## src/rtl/ksync_pkg.sv

```systemverilog
package ksync_pkg;
  // Default counter width shared by the tracker and its checker
  parameter int KSYNC_CNT_W = 16;
  // Sentinel held by the invalidate counter before the phase begins
  parameter int INV_NOT_STARTED = -1;
  // Writeback counter starting value
  parameter int WB_START = 0;
endpackage

```

## src/rtl/ksync_delta_counter.sv

```systemverilog
module ksync_delta_counter #(
  parameter int CNT_W     = 16,
  parameter int DELTA_W   = 16,
  parameter int RESET_VAL = 0
) (
  input  logic                      clk,
  input  logic                      rst_n,
  input  logic                      a_vld,
  input  logic signed [DELTA_W-1:0] a_delta,
  input  logic                      b_vld,
  input  logic signed [DELTA_W-1:0] b_delta,
  input  logic                      force_zero,
  output logic signed [CNT_W-1:0]   count,
  output logic                      reject
);
  // Two guard bits keep the sum of a count and two deltas exact
  localparam int SUM_W = CNT_W + 2;
  localparam logic signed [SUM_W-1:0] CNT_MAX = {3'b000, {(CNT_W-1){1'b1}}};
  localparam logic signed [CNT_W-1:0] RST_VAL = CNT_W'(RESET_VAL);

  logic signed [SUM_W-1:0] ext_cnt, ext_a, ext_b, result;
  logic                    any_vld, under, over;

  always_comb begin
    ext_cnt = $signed({{2{count[CNT_W-1]}}, count});
    ext_a   = a_vld ? $signed({{(SUM_W-DELTA_W){a_delta[DELTA_W-1]}}, a_delta}) : '0;
    ext_b   = b_vld ? $signed({{(SUM_W-DELTA_W){b_delta[DELTA_W-1]}}, b_delta}) : '0;
    result  = ext_cnt + ext_a + ext_b;
    any_vld = a_vld | b_vld;
    under   = result < 0;
    over    = result > CNT_MAX;
  end

  always_ff @(posedge clk or negedge rst_n) begin
    if (!rst_n) begin
      count  <= RST_VAL;
      reject <= 1'b0;
    end else if (force_zero) begin
      count  <= '0;
      reject <= 1'b0;
    end else if (any_vld && (under || over)) begin
      reject <= 1'b1;
    end else begin
      reject <= 1'b0;
      if (any_vld) count <= result[CNT_W-1:0];
    end
  end
endmodule

```

## src/rtl/kcache_sync_tracker.sv

```systemverilog
module kcache_sync_tracker #(
  parameter int CNT_W   = ksync_pkg::KSYNC_CNT_W,
  parameter int DELTA_W = CNT_W
) (
  input  logic                      clk,
  input  logic                      rst_n,
  input  logic                      inv_issue_vld,
  input  logic signed [DELTA_W-1:0] inv_issue_delta,
  input  logic                      inv_resp_vld,
  input  logic signed [DELTA_W-1:0] inv_resp_delta,
  input  logic                      inv_force_done,
  input  logic                      wb_issue_vld,
  input  logic signed [DELTA_W-1:0] wb_issue_delta,
  input  logic                      wb_resp_vld,
  input  logic signed [DELTA_W-1:0] wb_resp_delta,
  output logic signed [CNT_W-1:0]   inv_count,
  output logic                      inv_started,
  output logic                      inv_done,
  output logic                      inv_err,
  output logic signed [CNT_W-1:0]   wb_count,
  output logic                      wb_done,
  output logic                      wb_err
);
  localparam logic signed [CNT_W-1:0] INV_IDLE_VAL = CNT_W'(ksync_pkg::INV_NOT_STARTED);

  logic wb_seen;

  ksync_delta_counter #(
    .CNT_W(CNT_W), .DELTA_W(DELTA_W), .RESET_VAL(ksync_pkg::INV_NOT_STARTED)
  ) u_inv_cnt (
    .clk(clk), .rst_n(rst_n),
    .a_vld(inv_issue_vld), .a_delta(inv_issue_delta),
    .b_vld(inv_resp_vld),  .b_delta(inv_resp_delta),
    .force_zero(inv_force_done),
    .count(inv_count), .reject(inv_err)
  );

  ksync_delta_counter #(
    .CNT_W(CNT_W), .DELTA_W(DELTA_W), .RESET_VAL(ksync_pkg::WB_START)
  ) u_wb_cnt (
    .clk(clk), .rst_n(rst_n),
    .a_vld(wb_issue_vld), .a_delta(wb_issue_delta),
    .b_vld(wb_resp_vld),  .b_delta(wb_resp_delta),
    .force_zero(1'b0),
    .count(wb_count), .reject(wb_err)
  );

  // Remember that writebacks were ever outstanding
  always_ff @(posedge clk or negedge rst_n) begin
    if (!rst_n) wb_seen <= 1'b0;
    else if (wb_count != '0) wb_seen <= 1'b1;
  end

  always_comb begin
    inv_started = inv_count != INV_IDLE_VAL;
    inv_done    = inv_count == '0;
    wb_done     = wb_seen && (wb_count == '0);
  end
endmodule

```

## config.mk

```make
export PLATFORM = sky130hd
export DESIGN_NAME = kcache_sync_tracker
export DESIGN_NICKNAME = d
export VERILOG_FILES = /design/src/rtl/ksync_pkg.sv /design/src/rtl/ksync_delta_counter.sv /design/src/rtl/kcache_sync_tracker.sv
export SDC_FILE = /design/constraint.sdc
export NUM_CORES = 1
export LEC_CHECK = 0
export BUFFER_PORTS_ARGS = -buffer_cell sky130_fd_sc_hd__buf_2
export CORE_MARGIN = 2
export CORE_UTILIZATION = 50
export CTS_CLUSTER_SIZE = 16
export DETAILED_ROUTE_END_ITERATION = 16
export PLACE_DENSITY = 0.89
export SLEW_MARGIN = 40
export SYNTH_ARGS = -nofsm -noshare
export SYNTH_HDL_FRONTEND = slang
export SYNTH_SLANG_ARGS = --single-unit
```

## constraint.sdc

```tcl
create_clock -name clk -period 4.27 [get_ports clk]
set_input_delay 0.427 -clock clk [delete_from_list [all_inputs] [get_ports clk]]
set_output_delay 0.427 -clock clk [all_outputs]
set_load 0.03 [all_outputs]
```

# Word level (Yosys, flattened, before mapping)
# Index checks and enable logic that the tools add are counted.
# W data, S select, Z words.
# classes
n_addsub	4
order_cmp	4
n_eq_ne	2
n_mux	10
bitwise_logic	3
reduce_logical	11
# op_table
op	n
$mux W18	4
$mux W16	3
$add A16 B18 Y18	2
$add A18 B18 Y18	2
$gt A18 B16 Y1 const B	2
$lt A18 B1 Y1 const B	2
$logic_not A16 Y1	2
$ne A16 B1 Y1 const B	1
$reduce_bool A16 Y1	1
$reduce_and A2 Y1	2
$logic_and A1 B1 Y1	3
$mux W1	3
$logic_or A1 B1 Y1	2
$ne A2 B2 Y1 const B	1
$or A1 B1 Y1	2
$reduce_bool A2 Y1	1
$not A1 Y1	1
# totals
ff_bits	35
out_inout_bits	37
elab_cells	39

# Logic depth before layout (Yosys ltp)
# logic_depth
word_depth	8
ltp_mapped	16
mapped_depth_nobuf	12

# By module
# A second synthesis with hierarchy kept.
# hier_totals
hier_cells	471
hier_area_um2	4239.1
# modules_own_cells
mod	n_inst	cells_each	area_each_um2	seq_area_each_um2
ksync_delta_counter at u_inv_cnt	1	234	2074.5	445.4
ksync_delta_counter at u_wb_cnt	1	217	2024.4	425.4
kcache_sync_tracker	1	20	140.1	25.0

# Worst setup path after synthesis
# OpenSTA, ideal clock, no wires.
# synth_timing
kind	input to register
start	input inv_resp_vld
end	register u_inv_cnt.count[1]
setup_time_ps	80
t_arrival_ps	4047
path_slack_ps	144
path_stages	16
n_path_buf	5
path_cell_list	clkbuf_1 clkbuf_1 nand2_1 fa_1 inv_1 ha_1 buf_2 a21o_1 a311o_1 o211ai_1 mux2_2 a32o_1 or3_1 buf_2 buf_6 a32o_1
# synth_via
elab_chain_cells	7
# synth_lines
item	line_no	source
start, declared	kcache_sync_tracker.sv:9	input logic inv_resp_vld,
$mux W18	ksync_delta_counter.sv:27	ext_b = b_vld ? $signed({{(SUM_W-DELTA_W){b_delta[DELTA_W-1]}}, b_delta}) : '0;
$add A18 B18 Y18	ksync_delta_counter.sv:28	result = ext_cnt + ext_a + ext_b;
$lt A18 B1 Y1 or $gt A18 B16 Y1 (tied branches)	ksync_delta_counter.sv:30, ksync_delta_counter.sv:31	
$logic_or A1 B1 Y1	ksync_delta_counter.sv:41	end else if (any_vld && (under || over)) begin
$logic_and A1 B1 Y1	ksync_delta_counter.sv:41	
$ne A2 B2 Y1 (no source line)	n/a	
$reduce_and A2 Y1 (no source line)	n/a	
end signal, assigned	ksync_delta_counter.sv:45	if (any_vld) count <= result[CNT_W-1:0];
end, declared	ksync_delta_counter.sv:13	output logic signed [CNT_W-1:0] count,
# Parallel ways exist; a longest one is shown, timed or not. The select of a mux whose other input is x is not followed.
# A chain may end at the register's enable or synchronous reset.

# Final worst setup path
# layout_timing
start	register u_inv_cnt.count[1]
end	register u_inv_cnt.count[9]
# layout_via
elab_chain_cells	7
# layout_lines
item	line_no
$add A16 B18 Y18 (*)	ksync_delta_counter.sv:28
$add A18 B18 Y18 (*)	ksync_delta_counter.sv:28
$lt A18 B1 Y1 or $gt A18 B16 Y1 (tied branches)	ksync_delta_counter.sv:30, ksync_delta_counter.sv:31
$logic_or A1 B1 Y1	ksync_delta_counter.sv:41
$logic_and A1 B1 Y1	ksync_delta_counter.sv:41
$ne A2 B2 Y1 (no source line)	n/a
$reduce_and A2 Y1 (no source line)	n/a
# Mark *: on every way between the ends. The rest lies on a longest branch, timed or not. The select of a mux whose other input is x is not followed.

==> flow_metrics.tcl <==
set metrics [dict create \
    status "finished clean" \
    tightestPinTransition_ns 0.594 \
    post-dp-hpwl_mm 8.95 \
    grt_start_max_net_pins 36 \
    route.vias.total 3918 \
    power_uw 3120 \
    syn2layout_area_growth_pct 18.7 \
    synth_unique_cells 52 \
    report.final.hold_viol_count 0 \
    syn-instance-count 504 \
    worst-setup-path-type "flop to flop" \
    synth.cell_area_um2 4230 \
    critPathTopFamily "adder cells" \
    grt_pass1_wl_mm 17.5 \
    synth_area_per_cell_um2 8.38 \
    clock.fmax_mhz 245 \
    max-cap-violations 0 \
    slowest_stage "sky130_fd_sc_hd__dfstp_2" \
    grt_util_all_layers 0.243 \
    final.hold.worst_slack_ns 0.0781 \
    wl_mm 10.8 \
    fp-row-count 33 \
    synth.top_cells.by_area "sky130_fd_sc_hd__fa_1, sky130_fd_sc_hd__dfrtp_1, sky130_fd_sc_hd__dfstp_2, sky130_fd_sc_hd__ha_1, sky130_fd_sc_hd__inv_1" \
    period_needed_ns 4.08 \
    critical_path_end_type "flop" \
    synth_enable_flop_cells 0 \
    chipHeight_um 95.9 \
    route.detailed.vias_per_inst 5.46 \
    fp.dieW_um 95.9 \
    cp-start-kind "flop" \
    die-area_um2 9200 \
    ys.flop_type "sky130_fd_sc_hd__dfrtp_1" \
    layout.cells.most_common "sky130_fd_sc_hd__buf_2" \
    drcViolationCount 0 \
    start_util 0.514 \
    synth_top_area_cell "sky130_fd_sc_hd__fa_1" \
    rsz0062_at_grt "no" \
    finalSetupViolCount 0 \
    cp.arrival_ns 4.28 \
    layout_common_cells "sky130_fd_sc_hd__buf_2, sky130_fd_sc_hd__inv_1, sky130_fd_sc_hd__nand2_1" \
    htree_levels 2 \
    via_count_of_the_first_global_routing_pass 3927 \
    worstPathBufferInverterCount 2 \
    worst_setup_hold_path_clk_slew_ns 0.08 \
    timing.critical_path.required_ns 4.47 \
    grt_antenna_before_repair 0 \
    clock-sinks 35 \
    drive_gt1_frac 0.258 \
    max_transition_margin 0.603 \
    post_synth_mux_area_share 0.0518 \
    first_iter_violations 154 \
    cts-root-to-sink-buffers 2 \
    globalRouteOverflowTotal 0 \
    antenna_left 0 \
    irDropWorstVdd_v 0.000423 \
    share_of_the_synthesized_area_in_compound_gates_ao_oa_aoi_oai 0.150 \
    synth-adder-area-share 0.256 \
    critical_path_cell_by_cell "inv_1 -> fa_1 -> inv_1 -> ha_1 -> fa_1 -> a21o_1 -> a311o_1 -> o211ai_1 -> mux2_2 -> a32o_1 -> or3_4 -> mux2_2" \
    io_pins 108 \
    power_per_cell_area_nw_per_um2 622 \
    leakage_power_total_uw 0.00263 \
    tritoncts_clock_tree "done" \
    cts_inserted_buffers 5 \
    final_sum_of_negative_setup_slack_ns 0 \
    later_pin_clock_latency_in_the_skew_report_ns 0.28 \
    clock-root-buffer "sky130_fd_sc_hd__clkbuf_8" \
    hold_path.class "input port to asynchronous set/reset pin" \
    final-max-slew-violation-count 0 \
    detail_route.wl_per_cell_um 15.1 \
    synth_top_family_by_area "adder cells" \
    final_min_period_over_clock_period 0.955 \
    num-nets-final 749 \
    clock-skew-final_ns 0.0105 \
    antennaDiodeCount 0 \
    timing.critical_path.fanout_max 16 \
    port-buffer-count 107 \
    r2r_slack_ns 0.19 \
    fp.coreArea_um2 8220 \
    synth.yosys.seq_area_share 0.212 \
    ys_warn_count 0 \
    synth.ff_latch_count 35 \
    postSynthNetCount 641 \
    drt_first_pass_iters 5 \
    place.gp.congestion 0.962 \
    yosys.area_share.xor_xnor 0.0477 \
    post-synth-top-area-fraction 0.161 \
    cts.repair_timing.setup_buffer_count 0 \
    critical_path.max_stage_delay_ns 0.57 \
    async_flop_share 1.00 \
    synth-simple-area-share 0.187 \
]
## logic make-up (layout without fill, tap and decap cells)
kind of cell / Yosys count / in the layout
and+or+nand+nor: 167 / 167
buffers and inverters: 103 / 212
AOI/OAI and AO/OA: 89 / 89
adders and majority gates: 66 / 66
DFF: 35 / 35
xor gates and xnor gates: 23 / 23
muxes: 21 / 21
## power by group
| part | switching (µW) | total [µW] | leakage, µW | internal (µW) |
|---|---|---|---|---|
| registers | 126 | 599 | 0.000385 | 473 |
| clock network | 120 | 267 | 0.0000515 | 147 |
| logic | 1360 | 2260 | 0.00220 | 901 |
## synth_stat cells, types with 3 or more instances
cell                       count
sky130_fd_sc_hd__nand4_1       6
sky130_fd_sc_hd__nand2b_1      5
sky130_fd_sc_hd__mux2_2        4
sky130_fd_sc_hd__fa_1         34
sky130_fd_sc_hd__a311o_1       3
sky130_fd_sc_hd__a31o_2        6
sky130_fd_sc_hd__dfrtp_1      19
sky130_fd_sc_hd__a21o_1        6
sky130_fd_sc_hd__nor4_1       14
sky130_fd_sc_hd__and2_1        9
sky130_fd_sc_hd__mux2i_1      14
sky130_fd_sc_hd__clkbuf_1     12
sky130_fd_sc_hd__dfstp_2      16
sky130_fd_sc_hd__nand2_1      79
sky130_fd_sc_hd__a32o_1        8
sky130_fd_sc_hd__nor2_1       20
sky130_fd_sc_hd__nor2b_1       5
sky130_fd_sc_hd__a21oi_1      28
sky130_fd_sc_hd__ha_1         32
sky130_fd_sc_hd__o211ai_1      5
sky130_fd_sc_hd__mux2_1        3
sky130_fd_sc_hd__nor3_1        7
sky130_fd_sc_hd__nand3_1       6
sky130_fd_sc_hd__xor2_1        6
sky130_fd_sc_hd__o21ai_0      13
sky130_fd_sc_hd__xnor2_1      17
sky130_fd_sc_hd__inv_1        86
sky130_fd_sc_hd__and3_1        8
## path summary, 6_finish.rpt
path                                           startpoint                             end  depth (start not counted)
max                        u_inv_cnt.count[1]$_DFFE_PN1P_  u_inv_cnt.count[9]$_DFFE_PN1P_                         12
min                                                 rst_n  u_wb_cnt.count[14]$_DFFE_PN0P_                          1
max reg2reg                u_inv_cnt.count[1]$_DFFE_PN1P_  u_inv_cnt.count[9]$_DFFE_PN1P_                         12
min reg2reg                           wb_seen$_DFFE_PN0P_             wb_seen$_DFFE_PN0P_                          2
max in group asynchronous                           rst_n  u_inv_cnt.count[9]$_DFFE_PN1P_                          1
min in group clk                           inv_force_done  u_inv_cnt.count[3]$_DFFE_PN1P_                          2
## cell type report
cell class	count	area (µm²)
clock buffers	8	100
fillers	705	3200
inverters	86	323
multi-input cells	366	2950
flip-flops and latches	35	896
well taps	105	131
repair buffers	118	621
## layer usage
metal / GRT usage / vias up / wire [µm]
met3: 0.0235 / 14 / 628
met5: 0 / - / 0
met4: 0.0726 / 0 / 170
met2: 0.458 / 145 / 5520
li1: - / 1908 / -
met1: 0.290 / 1851 / 4520
## registers in the layout, indices dropped and copies added (netlist names)
| name | cells |
|---|---|
| u_inv_cnt.count | 16 |
| u_wb_cnt.count | 16 |
| wb_seen | 1 |
| u_wb_cnt.reject | 1 |
| u_inv_cnt.reject | 1 |
## repair_timing
action,in CTS,in global routing
resized for setup,0,3
setup endpoints to repair,0,16
hold buffers,0,0
endpoints found under the hold margin,0,0
## metrics by stage
step / std cells / area [µm²] / setup WS [ns] / utilization
after CTS: 718 / 4990 / 0.0263 / 0.608
after floorplan: 504 / 4230 / 0.144 / -
after detailed placement: 710 / 4890 / 0.0516 / 0.596
final: 718 / 5020 / 0.193 / 0.610
after global routing: 718 / 5020 / 0.0602 / 0.610
after global placement: 710 / 4890 / 0.178 / 0.596
Note: power is estimated with default switching activity, not from simulation.
